==> config.mk <==
export PLATFORM = sky130hd
export DESIGN_NAME = gpe_sci_block
export DESIGN_NICKNAME = d
export VERILOG_FILES = /design/src/rtl/gpe_pkg.sv /design/src/rtl/gpe_addr_dec.sv /design/src/rtl/gpe_sts_bank.sv /design/src/rtl/gpe_en_bank.sv /design/src/rtl/gpe_sci_ctrl.sv /design/src/rtl/gpe_sci_block.sv
export SDC_FILE = /design/constraint.sdc
export NUM_CORES = 1
export LEC_CHECK = 0
export BUFFER_PORTS_ARGS = -buffer_cell sky130_fd_sc_hd__clkbuf_2
export CELL_PAD_IN_SITES_DETAIL_PLACEMENT = 0
export CELL_PAD_IN_SITES_GLOBAL_PLACEMENT = 1
export CORE_MARGIN = 1.5
export CORE_UTILIZATION = 40
export DETAILED_ROUTE_END_ITERATION = 10
export GPL_TIMING_DRIVEN = 0
export PLACE_DENSITY_LB_ADDON = 0.1
export SYNTH_ARGS = -nofsm -noshare
export SYNTH_HDL_FRONTEND = slang
export SYNTH_SLANG_ARGS = --single-unit
==> constraint.sdc <==
create_clock -name clk -period 1.75 [get_ports clk]
set_input_delay 0 -clock clk [delete_from_list [all_inputs] [get_ports clk]]
set_output_delay 0 -clock clk [all_outputs]
set_load 0.05 [all_outputs]
==> src/rtl/gpe_pkg.sv <==
package gpe_pkg;

    localparam int BYTE_W = 8;

    typedef enum logic [1:0] {
        RGN_NONE = 2'd0,
        RGN_STS  = 2'd1,
        RGN_EN   = 2'd2
    } gpe_region_e;

    typedef struct packed {
        logic flag;
        logic line;
    } gpe_sci_t;

endpackage

==> src/rtl/gpe_addr_dec.sv <==
module gpe_addr_dec
    import gpe_pkg::*;
#(
    parameter int STS_BYTES = 2,
    parameter int ADDR_W    = 3,
    localparam int IDX_W    = (STS_BYTES > 1) ? $clog2(STS_BYTES) : 1
) (
    input  logic [ADDR_W-1:0]    addr,
    output gpe_region_e          region,
    output logic [IDX_W-1:0]     idx,
    output logic [STS_BYTES-1:0] sts_sel,
    output logic [STS_BYTES-1:0] en_sel
);

    always_comb begin
        int off;
        off     = int'(addr);
        region  = RGN_NONE;
        idx     = '0;
        sts_sel = '0;
        en_sel  = '0;
        if (off < STS_BYTES) begin
            region       = RGN_STS;
            idx          = IDX_W'(off);
            sts_sel[off] = 1'b1;
        end else if (off < 2 * STS_BYTES) begin
            region                   = RGN_EN;
            idx                      = IDX_W'(off - STS_BYTES);
            en_sel[off - STS_BYTES]  = 1'b1;
        end
    end

endmodule

==> src/rtl/gpe_sts_bank.sv <==
module gpe_sts_bank
    import gpe_pkg::*;
#(
    parameter int STS_BYTES = 2,
    localparam int NUM_BITS = STS_BYTES * BYTE_W
) (
    input  logic                 clk,
    input  logic                 rst_n,
    input  logic                 wr_en,
    input  logic [STS_BYTES-1:0] sel,
    input  logic [BYTE_W-1:0]    wr_data,
    input  logic [NUM_BITS-1:0]  evt,
    output logic [NUM_BITS-1:0]  sts_q
);

    typedef struct packed {
        logic [NUM_BITS-1:0] bits;
    } sts_t;

    sts_t st_d, st_q;

    always_comb begin
        st_d = st_q;
        for (int b = 0; b < STS_BYTES; b++) begin
            if (wr_en && sel[b]) begin
                st_d.bits[b*BYTE_W +: BYTE_W] = st_q.bits[b*BYTE_W +: BYTE_W] & ~wr_data;
            end
        end
        st_d.bits = st_d.bits | evt;
    end

    always_ff @(posedge clk) begin
        if (!rst_n) st_q <= '0;
        else        st_q <= st_d;
    end

    assign sts_q = st_q.bits;


    evt_sets_sts_chk: assert property (@(posedge clk) disable iff (!rst_n)
        (|evt) |=> ((sts_q & $past(evt)) == $past(evt)));


    rise_only_by_evt_chk: assert property (@(posedge clk) disable iff (!rst_n)
        1'b1 |=> ((sts_q & ~$past(sts_q) & ~$past(evt)) == '0));

endmodule

==> src/rtl/gpe_en_bank.sv <==
module gpe_en_bank
    import gpe_pkg::*;
#(
    parameter int STS_BYTES = 2,
    localparam int NUM_BITS = STS_BYTES * BYTE_W
) (
    input  logic                 clk,
    input  logic                 rst_n,
    input  logic                 wr_en,
    input  logic [STS_BYTES-1:0] sel,
    input  logic [BYTE_W-1:0]    wr_data,
    output logic [NUM_BITS-1:0]  en_d_o,
    output logic [NUM_BITS-1:0]  en_q
);

    typedef struct packed {
        logic [NUM_BITS-1:0] bits;
    } en_t;

    en_t en_d, en_qs;

    always_comb begin
        en_d = en_qs;
        for (int b = 0; b < STS_BYTES; b++) begin
            if (wr_en && sel[b]) en_d.bits[b*BYTE_W +: BYTE_W] = wr_data;
        end
    end

    always_ff @(posedge clk) begin
        if (!rst_n) en_qs <= '0;
        else        en_qs <= en_d;
    end

    assign en_d_o = en_d.bits;
    assign en_q   = en_qs.bits;


    en_hold_chk: assert property (@(posedge clk) disable iff (!rst_n)
        !wr_en |=> $stable(en_q));

endmodule

==> src/rtl/gpe_sci_ctrl.sv <==
module gpe_sci_ctrl
    import gpe_pkg::*;
(
    input  logic clk,
    input  logic rst_n,
    input  logic raise,
    input  logic hp_sts_drop,
    input  logic hp_en_off,
    output logic sci_line
);

    gpe_sci_t sci_d, sci_q;

    always_comb begin
        sci_d = sci_q;
        if (sci_q.flag && hp_sts_drop) begin
            sci_d.line = 1'b0;
        end
        if (sci_q.flag && hp_en_off) begin
            sci_d.flag = 1'b0;
            sci_d.line = 1'b0;
        end
        if (raise) begin
            sci_d.flag = 1'b1;
            sci_d.line = 1'b1;
        end
    end

    always_ff @(posedge clk) begin
        if (!rst_n) sci_q <= '0;
        else        sci_q <= sci_d;
    end

    assign sci_line = sci_q.line;


    line_implies_flag_chk: assert property (@(posedge clk) disable iff (!rst_n)
        sci_q.line |-> sci_q.flag);


    rise_needs_event_chk: assert property (@(posedge clk) disable iff (!rst_n)
        $rose(sci_line) |-> $past(raise));


    sts_drop_lowers_chk: assert property (@(posedge clk) disable iff (!rst_n)
        (hp_sts_drop && sci_q.flag && !raise) |=> !sci_line);


    en_off_lowers_chk: assert property (@(posedge clk) disable iff (!rst_n)
        (hp_en_off && sci_q.flag && !raise) |=> (!sci_line && !sci_q.flag));

endmodule

==> src/rtl/gpe_sci_block.sv <==
module gpe_sci_block
    import gpe_pkg::*;
#(
    parameter int STS_BYTES = 2,
    parameter int ADDR_W    = 3,
    parameter int HP_BIT    = 3,
    localparam int NUM_BITS = STS_BYTES * BYTE_W,
    localparam int IDX_W    = (STS_BYTES > 1) ? $clog2(STS_BYTES) : 1,
    localparam int HP_BYTE  = HP_BIT / BYTE_W,
    localparam int HP_POS   = HP_BIT % BYTE_W
) (
    input  logic                clk,
    input  logic                rst_n,
    input  logic [ADDR_W-1:0]   bus_addr,
    input  logic                bus_wr,
    input  logic [BYTE_W-1:0]   bus_wdata,
    input  logic                bus_rd,
    output logic [BYTE_W-1:0]   bus_rdata,
    input  logic [NUM_BITS-1:0] evt_pulse,
    output logic                sci_out
);

    gpe_region_e          region;
    logic [IDX_W-1:0]     idx;
    logic [STS_BYTES-1:0] sts_sel, en_sel;
    logic [NUM_BITS-1:0]  sts_q, en_q, en_d;
    logic                 raise, hp_sts_drop, hp_en_off;

    gpe_addr_dec #(.STS_BYTES(STS_BYTES), .ADDR_W(ADDR_W)) u_dec (
        .addr    (bus_addr),
        .region  (region),
        .idx     (idx),
        .sts_sel (sts_sel),
        .en_sel  (en_sel)
    );

    gpe_sts_bank #(.STS_BYTES(STS_BYTES)) u_sts (
        .clk     (clk),
        .rst_n   (rst_n),
        .wr_en   (bus_wr),
        .sel     (sts_sel),
        .wr_data (bus_wdata),
        .evt     (evt_pulse),
        .sts_q   (sts_q)
    );

    gpe_en_bank #(.STS_BYTES(STS_BYTES)) u_en (
        .clk     (clk),
        .rst_n   (rst_n),
        .wr_en   (bus_wr),
        .sel     (en_sel),
        .wr_data (bus_wdata),
        .en_d_o  (en_d),
        .en_q    (en_q)
    );

    always_comb begin
        raise       = |(evt_pulse & en_d);
        hp_sts_drop = bus_wr && sts_sel[HP_BYTE] && sts_q[HP_BIT] && bus_wdata[HP_POS];
        hp_en_off   = bus_wr && en_sel[HP_BYTE] && !bus_wdata[HP_POS];
    end

    gpe_sci_ctrl u_sci (
        .clk         (clk),
        .rst_n       (rst_n),
        .raise       (raise),
        .hp_sts_drop (hp_sts_drop),
        .hp_en_off   (hp_en_off),
        .sci_line    (sci_out)
    );

    always_comb begin
        bus_rdata = '0;
        if (bus_rd) begin
            unique case (region)
                RGN_STS: bus_rdata = sts_q[idx*BYTE_W +: BYTE_W];
                RGN_EN:  bus_rdata = en_q[idx*BYTE_W +: BYTE_W];
                default: bus_rdata = '0;
            endcase
        end
    end


    out_of_window_read_zero_chk: assert property (@(posedge clk) disable iff (!rst_n)
        (bus_rd && (int'(bus_addr) >= 2 * STS_BYTES)) |-> (bus_rdata == '0));

endmodule

======== Word-level counts from Yosys, hierarchy flattened ========
Index checks and enable logic that the tools add are counted.
operators by class
  add/subtract/negate cells ............... 1
  $lt $le $gt $ge ......................... 6
  equal/unequal tests ..................... 2
  shift operators ......................... 2
  multiplexer cells ....................... 20
  bitwise operators ....................... 5
  reductions and logical operators ........ 15
operators with widths
  cell                                                                    number
  8-bit two-way mux                                                       5
  32-bit by 1-bit >= comparator with 1-bit output, second input constant  1
  32-bit by 3-bit < comparator with 1-bit output, second input constant   1
  16-bit by 5-bit variable part select with 8-bit output                  2
  16-bit AND                                                              1
  8-bit AND                                                               2
  16-bit OR                                                               1
  8-bit one-hot mux with 2 select lines                                   1
  16-bit OR reduction                                                     1
  2-bit two-way mux                                                       7
  1-bit logical AND                                                       11
  8-bit inverter                                                          1
  3-bit by 2-bit < comparator with 1-bit output, second input constant    2
  1-bit two-way mux                                                       5
  3-bit by 2-bit subtractor with 4-bit output, second input constant      1
  3-bit by 1-bit >= comparator with 1-bit output, second input constant   1
  3-bit < comparator, second input constant                               1
  3-bit nonzero test                                                      1
  1-bit demux with 1-bit select                                           2
  2-bit by 1-bit == test with 1-bit output, second input constant         1
  2-bit == test, second input constant                                    1
  2-bit nonzero test                                                      1
  1-bit zero test                                                         1
word-level totals
  register bits after elaboration ......... 34
  input port bits ......................... 31
  output and inout port bits .............. 9
  word-level logic and storage cells ...... 55

======== Depth between registers and ports, before layout ========
Gate-level depths: netlist of run 1.
  depth after elaboration ................. 12
  gate-level depth with buffers ........... 7

======== Hierarchy ========
Synthesis of run 1 repeated with hierarchy kept, for this count alone.
unflattened totals
  cells, all modules ...................... 194
  area total of the unflattened synthesis .. 1939.4 µm²
by module, submodules not included
  module         times used  cells each  area an instance (µm²)  seq. area each (µm²)
  gpe_en_bank    1           78          810.8                   320.3
  gpe_sts_bank   1           69          631.9                   320.3
  gpe_sci_block  1           32          370.4                   0.0
  gpe_sci_ctrl   1           8           75.1                    40.0
  gpe_addr_dec   1           7           51.3                    0.0

======== Worst setup path before layout of run 1 ========
Ideal clock, no wire load.
  path type ............................... input port to output port
  start ................................... input port bus_addr[0]
  end ..................................... output port bus_rdata[5]
  data arrival time ....................... 1936 ps
  required time ........................... 1750 ps
  setup slack ............................. -186 ps
  cell stages on the path ................. 5
  cells stage by stage .................... or2b_1 > clkbuf_1 > clkbuf_1 > a211oi_1 > a211oi_1
between the ends
  cells in the longest elaborated chain, start to end .. 6
  elaborated cells on any way between the ends .. 13
RTL lines
  what                                                                                      RTL line                                source
  from (decl)                                                                               gpe_sci_block.sv:14                     input logic [ADDR_W-1:0] bus_addr,
  3-bit by 2-bit subtractor with 4-bit output / 3-bit < comparator (equally long branches)  gpe_addr_dec.sv:28, gpe_addr_dec.sv:26
  1-bit two-way mux / 2-bit two-way mux (equally long branches)                             gpe_addr_dec.sv:26                      end else if (off < 2 * STS_BYTES) begin
  1-bit two-way mux / 2-bit two-way mux (equally long branches)                             gpe_addr_dec.sv:22                      if (off < STS_BYTES) begin
  16-bit by 5-bit variable part select with 8-bit output (tied with other cells)            gpe_sci_block.sv:77                     RGN_EN: bus_rdata = en_q[idx*BYTE_W +: BYTE_W];
  8-bit one-hot mux with 2 select lines *                                                   gpe_sci_block.sv:75                     unique case (region)
  8-bit two-way mux *                                                                       gpe_sci_block.sv:74                     if (bus_rd) begin
  to (decl)                                                                                 gpe_sci_block.sv:18                     output logic [BYTE_W-1:0] bus_rdata,
Mark *: on every way between the ends. The rest lies on a longest branch, timed or not.

======== Worst setup path in the final report of run 1 ========
Same ends and word-level chain as after synthesis.

==> impl_summary.log, run 1 <==
INFO  metric hold_path_depth = 3
INFO  metric final_slew_viol_count = 0
INFO  metric rrSetupSlack = 230 ps
INFO  metric cp_buf_inv_count = 3
INFO  metric detailedPlacementHpwl = 3720 microns
INFO  metric timing.critical_path.slowest_cell_delay = 390 ps
INFO  metric wl = 5380 microns
INFO  metric worstPathCellList = clkbuf_2, or2b_1, buf_2, a211oi_1, a211oi_1, clkbuf_2
INFO  metric post_synth_instance_area = 0.00195 sq mm
INFO  metric timing.critical_path.required = 1750 ps
INFO  metric fillers = 494
INFO  metric timing.rr.end = u_sci.sci_line$_SDFFE_PN0P_
INFO  metric worst-r2r-cell-count = 4
INFO  metric clock_tree.htree_level_count = 2
INFO  metric worst_max_slew_pin_slew = 894 ps
INFO  metric outcome = finished clean
INFO  metric cts-buffers-inserted = 5
INFO  metric yosysTopAreaCellShare = 0.350
INFO  metric std_cell_rows = 25
INFO  metric start_kind = input port
INFO  metric grt_use_total = 0.223
INFO  metric synth.lib_cells_used.distinct = 28
INFO  metric number_of_global_route_vias_before_repair = 1,785
INFO  metric starting_density_of_the_core = 0.415
INFO  metric drt_drc_violations_left = 0
INFO  metric synth_sequential_area_ratio = 0.350
INFO  metric floorplan.core_area = 0.00469 sq mm
INFO  metric numPortBuffers = 38
INFO  metric setup_violations = 0
INFO  metric fmaxAchievable = 644 MHz
INFO  metric grt_first_pass_wirelength = 8810 microns
INFO  metric synth.net_count = 273
INFO  metric detail-route-antenna-nets = 0
INFO  metric worst-path-max-fanout = 10
INFO  metric holdCritStartpoint = bus_wdata[1]
INFO  metric cts_root_buf = sky130_fd_sc_hd__clkbuf_8
INFO  metric insertion_delay = 280 ps
INFO  metric dr_total_vias = 1,894
INFO  metric ir_drop = 0.472 mV
INFO  metric syn_avg_cell_area = 8.04 sq um
INFO  metric total_leakage_power = 0.00101 uW
INFO  metric maximum_clock_path_buffer_count = 2
INFO  metric setup.worst_path.class = input port to output pin
INFO  metric final.setup.tns = 0 ps
INFO  metric detail_route.iter0.violations = 86
INFO  metric timing.max_slew.rel_slack = 0.400
INFO  metric viasPerCell = 5.31
INFO  metric cell_family_contributing_the_most_delay_on_the_critical_path = buffers and inverters
INFO  metric clkSlewWorstSetupHoldPaths = 70 ps
INFO  metric max_cap_violations = 0
INFO  metric setup_slack = 198 ps
INFO  metric drt_pre_antenna_iters = 4
INFO  metric synth.most_common_cell = sky130_fd_sc_hd__nand2_1
INFO  metric crit_slowest_cell = sky130_fd_sc_hd__or2b_1
INFO  metric rr_startpoint = u_en.en_q[9]$_SDFF_PN0_
INFO  metric global_route_congestion_overflow_total = 0
INFO  metric ys_ff_latch = 34
INFO  metric pin_count = 40
INFO  metric die_w = 72.7 microns
INFO  metric synth-async-reset-ratio = 0
INFO  metric place.gp.congestion = 0.784
INFO  metric area.sequential = 681 sq um
INFO  metric synth_area_leaders = sky130_fd_sc_hd__dfxtp_1 (35%), sky130_fd_sc_hd__nand2_1 (15%), sky130_fd_sc_hd__mux2i_1 (12%), sky130_fd_sc_hd__nor2b_1 (8.4%), sky130_fd_sc_hd__a211oi_1 (6.2%)
INFO  metric grt_max_degree = 11
INFO  metric power_density_over_the_cells = 725 mW/mm^2
INFO  metric post-route-min-period = 1550 ps
INFO  metric number_of_antenna_violations_at_the_first_check_in_global_routing = 0
INFO  metric die-area = 0.00529 sq mm
INFO  metric rsz0062_at_grt = false
INFO  metric synthDominantAreaCellType = sky130_fd_sc_hd__dfxtp_1
INFO  metric drive_above_1_share = 0.198
INFO  metric syn_to_final_growth = 26.0%
INFO  metric hold_slack = 9.78 ps
INFO  metric dominant_register_cell_in_the_synthesized_netlist = sky130_fd_sc_hd__dfxtp_1
INFO  metric data_arrival_at_the_endpoint_of_the_critical_path = 1550 ps
INFO  metric area_of_the_multi_input_gates = 0.00118 sq mm
INFO  metric tritoncts = done
INFO  metric netlist_instances = 242
INFO  metric layout_worst_path_cycle_share = 0.887
INFO  metric ant_cells = 0
INFO  metric number_of_flops_mapped_to_enable_cells_by_yosys = 0
INFO  metric cts_post_setup_buffers_inserted = 0
INFO  metric hold_path_endpoint = u_en.en_q[1]$_SDFF_PN0_
INFO  metric timing_hold_violations_final = 0
INFO  metric yosys_warnings = 0
INFO  metric finClkSkew = 7.70 ps
INFO  metric detail_route.wl_per_cell = 15.1 microns
INFO  metric timing.critical_path.to_type = output pin
INFO  metric final_nets = 333
INFO  metric dp_slack = -190 ps
INFO  metric worst_hold_path_type = input port to flip-flop
INFO  metric clock_sinks = 34
INFO  metric die_h = 72.7 microns
INFO  metric synth_common_cells = sky130_fd_sc_hd__nand2_1 (76), sky130_fd_sc_hd__dfxtp_1 (34), sky130_fd_sc_hd__nor2b_1 (26), sky130_fd_sc_hd__mux2i_1 (23)
[layer usage]
metal	vias up	wire, microns	global-route usage
met4	0	45	0.0503
li1	956	-	-
met5	-	0	0
met3	5	403	0.0428
met1	875	2520	0.302
met2	58	2420	0.367
[sequential cells by signal, indices dropped and copies added, names as in the netlist]
name and count:
u_en.en_q 16, u_sci.sci_line 1, u_sci.sci_q 1, u_sts.sts_q 16
[power breakdown]
group          internal, uW  total (uW)  switching (uW)
sequential              816         836            20.7
clock                   317         601             284
combinational           146         341             195
total                  1280        1780             500
[worst min-delay path: stages]
cell and delay, ps:
sky130_fd_sc_hd__clkbuf_2 120, sky130_fd_sc_hd__nand2_1 60, sky130_fd_sc_hd__a21boi_0 60
[cells in the final DEF, fill, tap and decap left out, drive strengths merged, types with 3 or more instances in the layout]
master        n
nor4          3
a21oi        16
a211oi       16
nor2b        26
clkbuf       49
dlygate4sd3  16
nand2        76
dfxtp        34
mux2i        23
buf          10
a21boi       16
[worst max path at each step]
stage / startpoint / to / slack, ps / depth (start not counted)
2_1_floorplan: bus_addr[0] / bus_rdata[5] / -190 / 5
3_3_place_gp: bus_addr[0] / bus_rdata[5] / -180 / 7
3_5_place_dp: bus_addr[0] / bus_rdata[6] / -190 / 7
4_1_cts: bus_addr[0] / bus_rdata[6] / 30 / 7
5_1_grt: bus_addr[1] / bus_rdata[3] / 90 / 6
6_report: bus_addr[0] / bus_rdata[5] / 200 / 6
[cell families (layout without fill, tap and decap cells)]
| logic type | Yosys count | after routing | synth area share |
|---|---|---|---|
| simple gates | 117 | 117 | 0.295 |
| compound gates | 52 | 52 | 0.185 |
| flops | 34 | 34 | 0.350 |
| mux | 24 | 24 | 0.126 |
| buf+inv | 15 | 76 | 0.0444 |
[metrics by stage]
stage,util,cells,total power (uW),area (sq um)
global route,0.523,357,1860,2450
global placement,0.470,334,1170,2200
detailed placement,0.470,334,1170,2200
CTS,0.523,358,1800,2460
floorplan,-,242,1050,1950
finish,0.523,357,1780,2450
[repair_timing]
action                                  CTS  global route
pin swaps                                 0             0
hold endpoints to repair                 16             0
gates resized for setup                   1             1
hold buffers                             16             0
endpoints found under the setup margin    2             2
[final cells by class]
type                            instances  area share
Buffer                                 14      0.0342
Clock buffer                            7      0.0352
Clock inverter                          1     0.00204
Multi-Input combinational cell        193       0.481
Sequential cell                        34       0.278
Tap cell                               54      0.0276
Timing Repair Buffer                   54       0.143
No activity file was read; power rests on OpenSTA's default activity.
==> run 2, diff against run 1 <==
--- a/config.mk
+++ b/config.mk
@@ -9,7 +9,7 @@
 export CELL_PAD_IN_SITES_DETAIL_PLACEMENT = 0
 export CELL_PAD_IN_SITES_GLOBAL_PLACEMENT = 1
 export CORE_MARGIN = 1.5
-export CORE_UTILIZATION = 40
+export CORE_UTILIZATION = 43
 export DETAILED_ROUTE_END_ITERATION = 10
 export GPL_TIMING_DRIVEN = 0
 export PLACE_DENSITY_LB_ADDON = 0.1
==> constraint.sdc (replaced) <==
create_clock -name clk -period 2 [get_ports clk]
set_input_delay 0 -clock clk [delete_from_list [all_inputs] [get_ports clk]]
set_output_delay 0 -clock clk [all_outputs]
set_load 0.05 [all_outputs]
==> impl_summary.log, run 2 (same netlist as run 1, synthesis figures left out) <==
INFO  metric dr_total_vias = 1,858
INFO  metric cts-buffers-inserted = 5
INFO  metric setup.worst_path.class = input port to output pin
INFO  metric post-route-min-period = 1690 ps
INFO  metric syn_to_final_growth = 25.3%
INFO  metric outcome = finished clean
INFO  metric ant_cells = 0
INFO  metric rrSetupSlack = 470 ps
INFO  metric power.sequential.fraction = 0.486
INFO  metric timing.critical_path.required = 2000 ps
INFO  metric grt_use_total = 0.235
INFO  metric timing_hold_violations_final = 0
INFO  metric rsz0062_at_grt = false
INFO  metric grt_use_met2 = 0.381
INFO  metric pin_count = 40
INFO  metric timing.max_slew.rel_slack = 0.445
INFO  metric ir_drop = 0.418 mV
INFO  metric final_nets = 334
INFO  metric netSwitchingFraction = 0.282
INFO  metric clock_sinks = 34
INFO  metric worst-path-max-fanout = 10
INFO  metric wl = 5310 microns
INFO  metric grt.met1_usage = 0.319
INFO  metric final_slew_viol_count = 0
INFO  metric tritoncts = done
INFO  metric insertion_delay = 280 ps
INFO  metric maximum_clock_path_buffer_count = 2
INFO  metric clock_tree.htree_level_count = 2
INFO  metric detail-route-antenna-nets = 0
INFO  metric std_cell_rows = 24
INFO  metric cts_root_buf = sky130_fd_sc_hd__clkbuf_8
INFO  metric die_w = 70.3 microns
INFO  metric drive_above_1_share = 0.191
INFO  metric grt_first_pass_wirelength = 8780 microns
INFO  metric finClkSkew = 4.80 ps
INFO  metric clkPwrFrac = 0.316
INFO  metric detailedPlacementHpwl = 3650 microns
INFO  metric setup_violations = 0
INFO  metric clkSlewWorstSetupHoldPaths = 70 ps
INFO  metric power_report.internal_total = 1080 uW
INFO  metric data_arrival_at_the_endpoint_of_the_critical_path = 1690 ps
INFO  metric floorplan.core_area = 0.00435 sq mm
INFO  metric timing.critical_path.to_type = output pin
INFO  metric fmaxAchievable = 593 MHz
INFO  metric final.setup.tns = 0 ps
INFO  metric numPortBuffers = 38
INFO  metric drt_drc_violations_left = 0
INFO  metric number_of_global_route_vias_before_repair = 1,768
INFO  metric die-area = 0.00494 sq mm
INFO  metric gr-usage-met3 = 0.0491
INFO  metric die_h = 70.3 microns
INFO  metric globalRoute.busiestLayer = met2
INFO  metric power_density_over_the_cells = 617 mW/mm^2
INFO  metric detail_route.wl_per_cell = 15.0 microns
INFO  metric max_cap_violations = 0
INFO  metric worst_hold_path_type = input port to flip-flop
INFO  metric total_leakage_power = 0.00100 uW
INFO  metric global_route_congestion_overflow_total = 0
INFO  metric most_frequent_cells_in_the_layout = sky130_fd_sc_hd__nand2_1 (76), sky130_fd_sc_hd__clkbuf_2 (39), sky130_fd_sc_hd__dfxtp_1 (34), sky130_fd_sc_hd__nor2b_1 (26), sky130_fd_sc_hd__mux2i_1 (23)
INFO  metric start_kind = input port
INFO  metric viasPerCell = 5.23
INFO  metric hold_slack = 5.11 ps
INFO  metric detail_route.iter0.violations = 61
INFO  metric cts_post_setup_buffers_inserted = 0
INFO  metric layout.cells.most_common = sky130_fd_sc_hd__nand2_1
INFO  metric number_of_antenna_violations_at_the_first_check_in_global_routing = 0
INFO  metric layout_worst_path_cycle_share = 0.843
INFO  metric worst_max_slew_pin_slew = 828 ps
INFO  metric grt_max_degree = 11
INFO  metric switchingPower = 424 uW
INFO  metric total_power = 1510 uW
INFO  metric power.combinational.fraction = 0.197
INFO  metric place.gp.congestion = 0.803
INFO  metric starting_density_of_the_core = 0.447
INFO  metric drt_pre_antenna_iters = 4
run 2: cell count changes in the layout (fill, tap and decap cells not counted), sizes merged:
cell and delta:
clkinv -1, buf -1, clkbuf +2
run 2: power groups by stage:
| stage | Sequential, uW | Clock (uW) | Combinational [uW] |
|---|---|---|---|
| 6_report | 732 | 476 | 297 |
| 5_1_grt | 736 | 515 | 329 |
| 4_1_cts | 732 | 491 | 300 |
| 3_5_place_dp | 747 | 0 | 275 |
| 3_3_place_gp | 747 | 0 | 273 |
| 2_1_floorplan | 754 | 0 | 163 |
run 2: cell type report:
type,count,area (sq um)
Timing Repair Buffer,54,350
Clock buffer,7,76.3
Tap cell,52,65.1
Fill cell,429,1920
Buffer,15,87.6
Multi-Input combinational cell,193,1180
Sequential cell,34,681
run 2: per-layer routing:
| metal | vias to the layer above | routed length (microns) | part of all wire |
|---|---|---|---|
| met5 | - | 0 | 0 |
| met4 | 0 | 57 | 0.011 |
| met3 | 5 | 189 | 0.036 |
| met2 | 41 | 2480 | 0.47 |
| met1 | 860 | 2580 | 0.49 |
| li1 | 952 | - | - |
run 2: through the flow:
step,cell area (sq um),setup WS (ps),instances,util
6_report,2440,314,355,0.560
5_1_grt,2440,181,355,0.560
4_1_cts,2440,89.6,355,0.560
3_5_place_dp,2200,72.7,332,0.505
3_3_place_gp,2200,61.2,332,0.505
2_1_floorplan,1950,64.1,242,-
run 2: critical path, cell delays in order:
cell and delay (ps):
sky130_fd_sc_hd__clkbuf_2 140, sky130_fd_sc_hd__or2b_1 160, sky130_fd_sc_hd__clkbuf_1 370, sky130_fd_sc_hd__clkbuf_2 370, sky130_fd_sc_hd__a211oi_1 100, sky130_fd_sc_hd__a211oi_1 230
sky130_fd_sc_hd__clkbuf_2 310
run 2: worst paths after layout:
path                            startpoint                          end  depth (start not counted)
hold / removal                bus_wdata[1]      u_en.en_q[1]$_SDFF_PN0_                          3
hold reg to reg   u_en.en_q[13]$_SDFF_PN0_     u_en.en_q[13]$_SDFF_PN0_                          2
setup reg to reg   u_en.en_q[9]$_SDFF_PN0_  u_sci.sci_q[1]$_SDFFE_PN0P_                          4
setup / recovery               bus_addr[0]                 bus_rdata[5]                          7
run 2: timing repair:
item	CTS	global route
hold endpoints to repair	16	0
gates resized for setup	0	2
hold buffers	16	0
setup endpoints to repair	0	2
